<file path="src/rtl/slp_pkg.sv">
package slp_pkg;
  localparam int DEF_LINE_W      = 8;
  localparam int DEF_SYNC_STAGES = 2;
  localparam int DEF_RST_STAGES  = 2;

  typedef enum logic [1:0] {
    EV_NONE  = 2'd0,
    EV_LINE  = 2'd1,
    EV_FRAME = 2'd2
  } sync_ev_e;
endpackage

</file>
<file path="src/rtl/slp_rst_sync.sv">
module slp_rst_sync #(
  parameter int STAGES = 2
) (
  input  logic clk,
  input  logic rst_n,
  output logic rst_sync_n
);
  logic [STAGES-1:0] sr_q;
  logic [STAGES-1:0] sr_d;

  always_comb begin
    sr_d = {sr_q[STAGES-2:0], 1'b1};
  end

  always_ff @(posedge clk or negedge rst_n) begin
    if (!rst_n) sr_q <= '0;
    else        sr_q <= sr_d;
  end

  assign rst_sync_n = sr_q[STAGES-1];
endmodule

</file>
<file path="src/rtl/slp_strobe_edge.sv">
module slp_strobe_edge #(
  parameter int STAGES = 2
) (
  input  logic clk,
  input  logic rst_n,
  input  logic strobe_i,
  output logic rise_o
);
  logic [STAGES:0] chain;
  logic            last_q;
  logic            last_d;

  assign chain[0] = strobe_i;

  genvar gi;
  generate
    for (gi = 0; gi < STAGES; gi++) begin : g_sync
      logic stage_q;
      always_ff @(posedge clk or negedge rst_n) begin
        if (!rst_n) stage_q <= 1'b0;
        else        stage_q <= chain[gi];
      end
      assign chain[gi+1] = stage_q;
    end
  endgenerate

  always_comb begin
    last_d = chain[STAGES];
  end

  always_ff @(posedge clk or negedge rst_n) begin
    if (!rst_n) last_q <= 1'b0;
    else        last_q <= last_d;
  end

  assign rise_o = chain[STAGES] & ~last_q;


  edge_single_chk: assert property (@(posedge clk) disable iff (!rst_n)
    rise_o |=> !rise_o);
endmodule

</file>
<file path="src/rtl/slp_line_counter.sv">
module slp_line_counter
  import slp_pkg::*;
#(
  parameter int LINE_W = DEF_LINE_W
) (
  input  logic              clk,
  input  logic              rst_n,
  input  logic              h_rise_i,
  input  logic              v_rise_i,
  output sync_ev_e          ev_o,
  output logic              adv_o,
  output logic [LINE_W-1:0] cnt_next_o
);
  localparam logic [LINE_W-1:0] CNT_MAX = {LINE_W{1'b1}};

  logic [LINE_W-1:0] cnt_q;
  logic [LINE_W-1:0] cnt_d;
  logic              cnt_en;
  sync_ev_e          ev;

  always_comb begin
    ev = EV_NONE;
    if (v_rise_i)      ev = EV_FRAME;
    else if (h_rise_i) ev = EV_LINE;
  end

  always_comb begin
    cnt_d  = cnt_q;
    cnt_en = 1'b0;
    adv_o  = 1'b0;
    unique case (ev)
      EV_FRAME: begin
        cnt_d  = '0;
        cnt_en = 1'b1;
      end
      EV_LINE: begin
        if (cnt_q != CNT_MAX) begin
          cnt_d  = cnt_q + 1'b1;
          cnt_en = 1'b1;
          adv_o  = 1'b1;
        end
      end
      default: ;
    endcase
  end

  always_ff @(posedge clk or negedge rst_n) begin
    if (!rst_n)      cnt_q <= '0;
    else if (cnt_en) cnt_q <= cnt_d;
  end

  assign ev_o       = ev;
  assign cnt_next_o = cnt_d;


  cnt_clear_chk: assert property (@(posedge clk) disable iff (!rst_n)
    v_rise_i |=> cnt_q == '0);

  cnt_inc_chk: assert property (@(posedge clk) disable iff (!rst_n)
    (h_rise_i && !v_rise_i && cnt_q != CNT_MAX) |=> cnt_q == $past(cnt_q) + 1'b1);

  cnt_sat_chk: assert property (@(posedge clk) disable iff (!rst_n)
    (cnt_q == CNT_MAX && !v_rise_i) |=> cnt_q == CNT_MAX);
endmodule

</file>
<file path="src/rtl/slp_pulse_gen.sv">
module slp_pulse_gen
  import slp_pkg::*;
#(
  parameter int LINE_W = DEF_LINE_W
) (
  input  logic              clk,
  input  logic              rst_n,
  input  sync_ev_e          ev_i,
  input  logic              adv_i,
  input  logic [LINE_W-1:0] cnt_next_i,
  input  logic [LINE_W-1:0] sample_line_i,
  output logic              pulse_o
);
  logic pulse_q;
  logic pulse_d;
  logic pulse_en;

  always_comb begin
    pulse_d  = pulse_q;
    pulse_en = 1'b0;
    unique case (ev_i)
      EV_FRAME: begin
        pulse_d  = 1'b1;
        pulse_en = 1'b1;
      end
      EV_LINE: begin
        pulse_d  = adv_i && (cnt_next_i == sample_line_i);
        pulse_en = 1'b1;
      end
      default: ;
    endcase
  end

  always_ff @(posedge clk or negedge rst_n) begin
    if (!rst_n)        pulse_q <= 1'b0;
    else if (pulse_en) pulse_q <= pulse_d;
  end

  assign pulse_o = pulse_q;


  frame_pulse_chk: assert property (@(posedge clk) disable iff (!rst_n)
    ev_i == EV_FRAME |=> pulse_q);

  pulse_hold_chk: assert property (@(posedge clk) disable iff (!rst_n)
    ev_i == EV_NONE |=> $stable(pulse_q));

  sat_low_chk: assert property (@(posedge clk) disable iff (!rst_n)
    (ev_i == EV_LINE && !adv_i) |=> !pulse_q);
endmodule

</file>
<file path="src/rtl/line_sample_pulse.sv">
module line_sample_pulse
  import slp_pkg::*;
#(
  parameter int LINE_W      = DEF_LINE_W,
  parameter int SYNC_STAGES = DEF_SYNC_STAGES,
  parameter int RST_STAGES  = DEF_RST_STAGES
) (
  input  logic              clk,
  input  logic              rst_n,
  input  logic              hsync_i,
  input  logic              vsync_i,
  input  logic [LINE_W-1:0] sample_line_i,
  output logic              sample_pulse_o
);
  logic              rst_int_n;
  logic              h_rise;
  logic              v_rise;
  sync_ev_e          ev;
  logic              adv;
  logic [LINE_W-1:0] cnt_next;

  slp_rst_sync #(.STAGES(RST_STAGES)) u_rst (
    .clk        (clk),
    .rst_n      (rst_n),
    .rst_sync_n (rst_int_n)
  );

  slp_strobe_edge #(.STAGES(SYNC_STAGES)) u_h_edge (
    .clk      (clk),
    .rst_n    (rst_int_n),
    .strobe_i (hsync_i),
    .rise_o   (h_rise)
  );

  slp_strobe_edge #(.STAGES(SYNC_STAGES)) u_v_edge (
    .clk      (clk),
    .rst_n    (rst_int_n),
    .strobe_i (vsync_i),
    .rise_o   (v_rise)
  );

  slp_line_counter #(.LINE_W(LINE_W)) u_cnt (
    .clk        (clk),
    .rst_n      (rst_int_n),
    .h_rise_i   (h_rise),
    .v_rise_i   (v_rise),
    .ev_o       (ev),
    .adv_o      (adv),
    .cnt_next_o (cnt_next)
  );

  slp_pulse_gen #(.LINE_W(LINE_W)) u_pulse (
    .clk           (clk),
    .rst_n         (rst_int_n),
    .ev_i          (ev),
    .adv_i         (adv),
    .cnt_next_i    (cnt_next),
    .sample_line_i (sample_line_i),
    .pulse_o       (sample_pulse_o)
  );


  collide_chk: assert property (@(posedge clk) disable iff (!rst_int_n)
    (v_rise && h_rise) |=> sample_pulse_o);

  reset_low_chk: assert property (@(posedge clk)
    !rst_int_n |-> !sample_pulse_o);
endmodule

</file>
<file path="config.mk">
export PLATFORM = sky130hd
export DESIGN_NAME = line_sample_pulse
export DESIGN_NICKNAME = d
export VERILOG_FILES = /design/src/rtl/slp_pkg.sv /design/src/rtl/slp_rst_sync.sv /design/src/rtl/slp_strobe_edge.sv /design/src/rtl/slp_line_counter.sv /design/src/rtl/slp_pulse_gen.sv /design/src/rtl/line_sample_pulse.sv
export SDC_FILE = /design/constraint.sdc
export NUM_CORES = 1
export LEC_CHECK = 0
export ABC_AREA = 1
export BUFFER_PORTS_ARGS = -buffer_cell sky130_fd_sc_hd__buf_2
export CAP_MARGIN = 15
export CORE_MARGIN = 10
export CORE_UTILIZATION = 50
export DETAILED_ROUTE_END_ITERATION = 7
export GPL_ROUTABILITY_DRIVEN = 0
export HOLD_SLACK_MARGIN = 0.1
export MAX_ROUTING_LAYER = met4
export PLACE_DENSITY = 0.73
export SKIP_LAST_GASP = 1
export SYNTH_ARGS = -nofsm -noshare
export SYNTH_HDL_FRONTEND = slang
export SYNTH_SLANG_ARGS = --single-unit
</file>
<file path="constraint.sdc">
create_clock -name clk -period 0.8 [get_ports clk]
set_input_delay 0.04 -clock clk [delete_from_list [all_inputs] [get_ports clk]]
set_output_delay 0.04 -clock clk [all_outputs]
set_load 0.1 [all_outputs]
</file>
==> impl_results.md, run 1 <==
- Die W: 64.1 um
- CP Launch Point: u_cnt.cnt_q[0]
- Most common cell in the synthesized netlist: nand2_1
- Full die area: 4100 um2
- Worst r2r path cells: 13
- Worst EP required: 1060 ps
- Fin crit share: 215%
- Final setup viols: 10
- Ys Warns: 0
- Status: complete, but fails checks
- Worst min-delay path startpoint: sample_line_i[0]
- Starting density of the core: 54.5%
- CTS max path bufs: 2
- CP Launch Type: register
- Layout cells sized above 1: 42.8%
- Most Used Layer, Global Route: met2
- Sequential area share after synthesis: 43.8%
- Clock sink count: 17
- Chip height: 64.1 um
- Vias per inst: 5.12
- Synth Net Count: 143
- Pwr Total: 2.07 mW
- RR Startpoint: u_cnt.cnt_q[0]
- CTS buffer count: 3
- Final hold vios: 0
- Post-synth EDFFs: 0
- Leak pwr: 0.816 nW
- Global Route met2 Usage: 24.8%
- Worst-skew pair later-pin latency: 320 ps
- First drt pass iteration count: 4
- Detailed-route wire length per cell: 13.9 um
- Power per cell area: 1420 nW/um2
- RSZ-0062 raised after global routing: yes
- Area grow syn2layout: 50.6%
- Arrival time at the worst endpoint: 1980 ps
- Core area: 1780 um2
- Synth Register Bits: 17
- DR iter-0 viols: 71
- Max Fclk: 582 MHz
- Commonest cells in the netlist: nand2_1, inv_1, dfrtp_1, nand3_1, nand4_1
- GRT overflow: 0
- Met3 Usage GRT: 4.18%
- CTS root buffer: clkbuf_4
- Drt total wl: 2860 um
- Ys flop type: dfrtp_1
- RR Endpoint: u_pulse.pulse_o
- Pre-CTS WS: -852 ps
- Vias in the first global route: 1,031
- Worst Hold End: u_pulse.pulse_o
- Mapped Avg Cell Area: 7.47 um2
- I/O pins: 13
- Final worst slack: -919 ps
- Largest net degree at the start of global routing: 16
- Max Transition Viols Final: 0
- Synth area leaders: dfrtp_1, nand2_1, inv_1
- Min-delay worst type: in2reg
- Netlist Area Pre-Place: 971 um2
- Post-Syn Instances: 130
- Period minus WS final: 1720 ps
- Failing checks: setup timing
- CTS tree: yes
- Nets: 194
- Area leader, netlist: dfrtp_1
- Skew final: 12.0 ps
- Ant diodes: 0
- Worst hold margin: 120 ps
- Rows: 15
- Yosys top cell area share: 43.8%
- Initial antenna violation count: 0
- Crit path max fanout: 5
- Via count: 1,050
- Met1 usage: 16.1%
- ANT nets after route: 0
- Critical path endpoint category: register
- Port bufs: 12
- Synth unique cells: 18
- First-pass GRT wire length: 4610 um
- Peak VDD IR: 1410 uV
- Hold depth: 6
- Tot GR Track Use: 14.4%
- Crit path kind: reg2reg
- Detailed placement HPWL: 1880 um
- Reg clk slew, reported paths: 120 ps
- DRC errors left: 0
- Asr flop ratio synth: 100%
- CTS H-tree lvls: 1
- Maxcap violations: 0
- R2R Setup Slk: -920 ps
-- worst max path at each step --
stage / cells after the start / slack (ps) / to
2_1_floorplan: 11 / -720 / u_pulse.pulse_o
3_3_place_gp: 13 / -770 / u_pulse.pulse_o
3_5_place_dp: 13 / -850 / u_pulse.pulse_o
4_1_cts: 13 / -840 / u_pulse.pulse_o
5_1_grt: 11 / -1030 / u_pulse.pulse_o
6_report: 13 / -920 / u_pulse.pulse_o
-- flip-flops by register name (all words and copies together), names as in the netlist --
register and flops:
u_rst.sr_q 2, u_pulse.pulse_o 1, u_h_edge.g_sync.stage_q 2, u_v_edge.g_sync.stage_q 2
u_v_edge.last_q 1, u_h_edge.last_q 1, u_cnt.cnt_q 8
-- stage by stage --
stage,utilization (%),setup TNS (ps),area (um2),std cells
2_1_floorplan,-,-3930,973,130
3_3_place_gp,69.8,-4470,1240,189
3_5_place_dp,69.8,-4930,1240,189
4_1_cts,78.2,-5510,1400,203
5_1_grt,82.0,-6670,1460,205
6_report,82.0,-5880,1460,205
-- worst max-delay path, cell delays in order, from the launching register on --
cell      delay (ps)
dfrtp_1          380
ha_2             200
nand2_2           70
nor2_4           200
nand2_4          110
nand2_4           90
inv_4             50
nand2_4           60
nand2_4           60
nand2_2           90
nand3_1           80
nor2_1           120
nand2_1           70
o21bai_2         100
-- cell families after synthesis --
group | share of synthesized area, %
flip-flops | 43.8
adder cells (fa/ha/maj) | 1.29
buffers and inverters | 10.1
AND/OR/NAND/NOR | 41.8
AO/OA/AOI/OAI | 2.71
other | 0.386
-- what timing repair did --
item | in CTS | in global routing
cloned | 1 | 0
resized for setup | 11 | 15
setup endpoints to repair | 10 | 10
hold endpoints to repair | 5 | 0
setup buffers | 4 | 3
hold buffers | 5 | 0
pin swaps | 15 | 9
-- layout by cell type, fill, tap and decap left out, types with 6 or more instances in the layout --
cell type,netlist,final
nand3_1,17,12
nand2_2,5,10
buf_2,0,11
nor2_1,7,6
nand2_1,34,27
buf_4,0,24
dfrtp_1,17,17
inv_1,24,21
nand4_1,9,9
-- power breakdown --
group | leakage (nW) | internal [mW] | total [mW] | switching, mW
combinational | 0.589 | 0.277 | 0.596 | 0.319
clock | 0.0139 | 0.191 | 0.526 | 0.335
sequential | 0.213 | 0.913 | 0.949 | 0.0351
-- metal layers --
layer / share of wire [%] / wire [um]
met4: 2.0 / 57
met3: 8.0 / 230
met2: 52 / 1500
met5: 0 / 0
met1: 38 / 1080
-- layout make-up --
class	instances	area, um2
inverters	26	100
repair buffers	45	350
multi-input cells	88	526
clock inverters	1	7.51
well taps	25	31.3
fillers	119	320
clock buffers	3	22.5
flip-flops and latches	17	425
(Power assumes the default switching activity.)
==> run 2, diff against run 1 <==
Settings changed: ABC_AREA 1 to unset, SLEW_MARGIN set to 15.
==> run 2 against run 1 <==
Compared with the run above: largest power group unchanged; sequential share of layout area shrank 3.5 points; area after synthesis grew 9.7%; flip-flop and latch count is the same; clock skew shrank 1.1 ps; clock power shrank 13%; largest cell class unchanged; the run still ends with setup timing left; critical path type unchanged; highest routed layer unchanged.
==> impl_results.md, run 2 <==
- Worst hold margin: 76.2 ps (was 120 ps)
- Commonest cells in the netlist: dfrtp_1, nor2_1, nor3_1 (was nand2_1, inv_1, dfrtp_1, nand3_1, nand4_1)
- Failing checks: setup timing (unchanged)
- Sequential area share after synthesis: 40.0% (was 43.8%)
- Most frequent cells in the layout: buf_4, dfrtp_1, buf_2, nor2_1 (was nand2_1, buf_4, inv_1, dfrtp_1, nand3_1)
- Final setup viols: 10 (unchanged)
- Crit path kind: reg2reg (unchanged)
- Min-delay worst type: in2reg (unchanged)
- Synth Register Bits: 17 (unchanged)
- Worst-skew pair later-pin latency: 300 ps (was 320 ps)
- Via count: 1,192 (was 1,050)
- Hold depth: 3 (was 6)
- Final worst slack: -1390 ps (was -919 ps)
- Synth Net Count: 127 (was 143)
- Skew final: 10.9 ps (was 12.0 ps)
- Netlist Area Pre-Place: 1060 um2 (was 971 um2)
- Nets: 183 (was 194)
- Most common cell in the synthesized netlist: dfrtp_1 (was nand2_1)
- Max stage delay on crit path: 520 ps (was 380 ps)
- RR Endpoint: u_pulse.pulse_o (unchanged)
- Post-Syn Instances: 114 (was 130)
- Synth area leaders: dfrtp_1, buf_6, nor2_1 (was dfrtp_1, nand2_1, inv_1)
- RSZ-0062 raised after global routing: yes (unchanged)
- CP delay by family, top: simple AND/OR/NAND/NOR gates (unchanged)
- Clock sink count: 17 (unchanged)
- Pwr Total: 2.19 mW (was 2.07 mW)
- Ys flop type: dfrtp_1 (unchanged)
- Area grow syn2layout: 56.9% (was 50.6%)
- CTS H-tree lvls: 1 (unchanged)
- First-pass GRT wire length: 5560 um (was 4610 um)
- Period minus WS final: 2190 ps (was 1720 ps)
- Initial antenna violation count: 0 (unchanged)
- Max Fclk: 457 MHz (was 582 MHz)
- Full die area: 4380 um2 (was 4100 um2)
- ANT nets after route: 0 (unchanged)
- Max reg flops: 8 (unchanged)
- Arrival time at the worst endpoint: 2400 ps (was 1980 ps)
- CTS buffer count: 3 (unchanged)
- Tot GR Track Use: 16.4% (was 14.4%)
- Mapped Avg Cell Area: 9.34 um2 (was 7.47 um2)
- Chip height: 66.1 um (was 64.1 um)
- Status: complete, but fails checks (unchanged)
- Yosys top cell area share: 40.0% (was 43.8%)
- DR iter-0 viols: 97 (was 71)
- Largest net degree at the start of global routing: 10 (was 16)
- Biggest register: u_cnt.cnt_q (unchanged)
- R2R Setup Slk: -1390 ps (was -920 ps)
- Max Transition Viols Final: 0 (unchanged)
- Worst Hold End: u_pulse.pulse_o (unchanged)
- I/O pins: 13 (unchanged)
- Drt total wl: 3650 um (was 2860 um)
- CP max-delay cell: or4b_1 (was dfrtp_1)
- Worst min-delay path startpoint: sample_line_i[5] (was sample_line_i[0])
- Reg clk slew, reported paths: 100 ps (was 120 ps)
- Core area: 2000 um2 (was 1780 um2)
- Starting density of the core: 53.2% (was 54.5%)
- CTS tree: yes (unchanged)
- Post-Route Utilization: 83.4% (was 82.0%)
- # fillers: 117 (was 119)
- Worst r2r path cells: 8 (was 13)
- Maxcap violations: 0 (unchanged)
- CP bufs+invs: 2 (was 1)
- Final hold vios: 0 (unchanged)
- Detailed-route wire length per cell: 18.6 um (was 13.9 um)
- Cts hold-fix bufs: 4 (was 5)
- Rows: 16 (was 15)
- Critical path endpoint category: register (unchanged)
- Layout Cells excl Fill: 196 (was 205)
- GRT overflow: 0 (unchanged)
- Worst EP required: 1010 ps (was 1060 ps)
- Pre-CTS WS: -1300 ps (was -852 ps)
- RR Startpoint: u_cnt.cnt_q[1] (was u_cnt.cnt_q[0])
- First drt pass iteration count: 4 (unchanged)
- Crit path depth: 8 (was 13)
- Layout cells sized above 1: 50.3% (was 42.8%)
- Post-synth EDFFs: 0 (unchanged)
- CTS max path bufs: 2 (unchanged)
- Crit path max fanout: 4 (was 5)
- Die W: 66.1 um (was 64.1 um)
- Area leader, netlist: dfrtp_1 (unchanged)
- Ys Warns: 0 (unchanged)
- Synth unique cells: 46 (was 18)
- Asr flop ratio synth: 100% (unchanged)
- CP Launch Type: register (unchanged)
- CP Cell Sequence: buf_4, buf_6, and3_4, xor2_1, a32oi_1, nand4_1, or4b_1, o31ai_1 (was ha_2, nand2_2, nor2_4, nand2_4, nand2_4, inv_4, nand2_4, nand2_4, nand2_2, nand3_1, nor2_1, nand2_1, o21bai_2)
- Port bufs: 12 (unchanged)
- Vias per inst: 6.08 (was 5.12)
- Fin crit share: 274% (was 215%)
- DRC errors left: 0 (unchanged)
- Peak VDD IR: 1810 uV (was 1410 uV)
- Leading cell type in the layout, fill and taps excluded: buf_4 (was nand2_1)
- Detailed placement HPWL: 2310 um (was 1880 um)
- CTS root buffer: clkbuf_4 (unchanged)
- Vias in the first global route: 1,183 (was 1,031)
- Power per cell area: 1310 nW/um2 (was 1420 nW/um2)
- Placed instance count: 183 (was 189)
- Ant diodes: 0 (unchanged)
- Leak pwr: 0.716 nW (was 0.816 nW)
==> run 2: changes by cell type in the layout (fill, tap and decap cells not counted), sizes merged, moves of 4 or more <==
cell and delta:
nand3 -12, o21ai +4, nor4 +4, nor3 +6, buf +17, inv -23
nand4 -5, nand2 -37
==> run 2: per-layer routing <==
metal / vias up / GRT usage (%) / routed length [um]
met5: - / - / 0
met2: 62 / 27.0 / 1850
li1: 532 / - / -
met4: 0 / 6.54 / 86
met1: 585 / 18.1 / 1410
met3: 13 / 4.92 / 309
==> run 2: per-stage QoR <==
| step | cell area [um2] | setup TNS [ps] |
|---|---|---|
| after global routing | 1670 | -7750 |
| after detailed placement | 1430 | -6470 |
| after global placement | 1430 | -6300 |
| final | 1670 | -7170 |
| after CTS | 1590 | -6800 |
| after floorplan | 1100 | -6660 |
==> run 2: repair_timing <==
item,4_1_cts,5_1_grt
endpoints found under the setup margin,10,10
gates resized for setup,13,16
pin swaps,5,6
buffers inserted,4,2
hold endpoints to repair,5,1
==> run 2: how the worst max path moves through the flow <==
stage	end	slack [ps]	start
global route	u_pulse.pulse_o	-1470	u_cnt.cnt_q[1]
global placement	u_pulse.pulse_o	-1240	u_cnt.cnt_q[0]
CTS	u_pulse.pulse_o	-1300	u_cnt.cnt_q[0]
floorplan	u_pulse.pulse_o	-1480	u_cnt.cnt_q[0]
finish	u_pulse.pulse_o	-1390	u_cnt.cnt_q[1]
detailed placement	u_pulse.pulse_o	-1300	u_cnt.cnt_q[0]
==> run 2: logic make-up after synthesis <==
logic type	share of synthesized area, %
AO/OA/AOI/OAI	19.3
XOR/XNOR	4.11
adder cells (fa/ha/maj)	1.17
buffers and inverters	7.64
flip-flops	40.0
multiplexers	2.00
other	0.352
AND/OR/NAND/NOR	25.5
==> run 2: final cells by class <==
cell class              count  area [um2]  area share [%]
repair buffers             61         468            28.0
flip-flops and latches     17         427            25.5
clock buffers               4        26.3            1.57
multi-input cells          84         704            42.2
well taps                  27        33.8            2.02
inverters                   3        11.3           0.674
==> run 2: report_power, final <==
group	switching [mW]	internal, mW
logic	0.376	0.380
clock network	0.265	0.195
registers	0.0533	0.917
total	0.695	1.49
==> run 2: worst min-delay path: stages <==
cell and delay, ps:
buf_2 90, xor2_1 130, o31ai_1 90
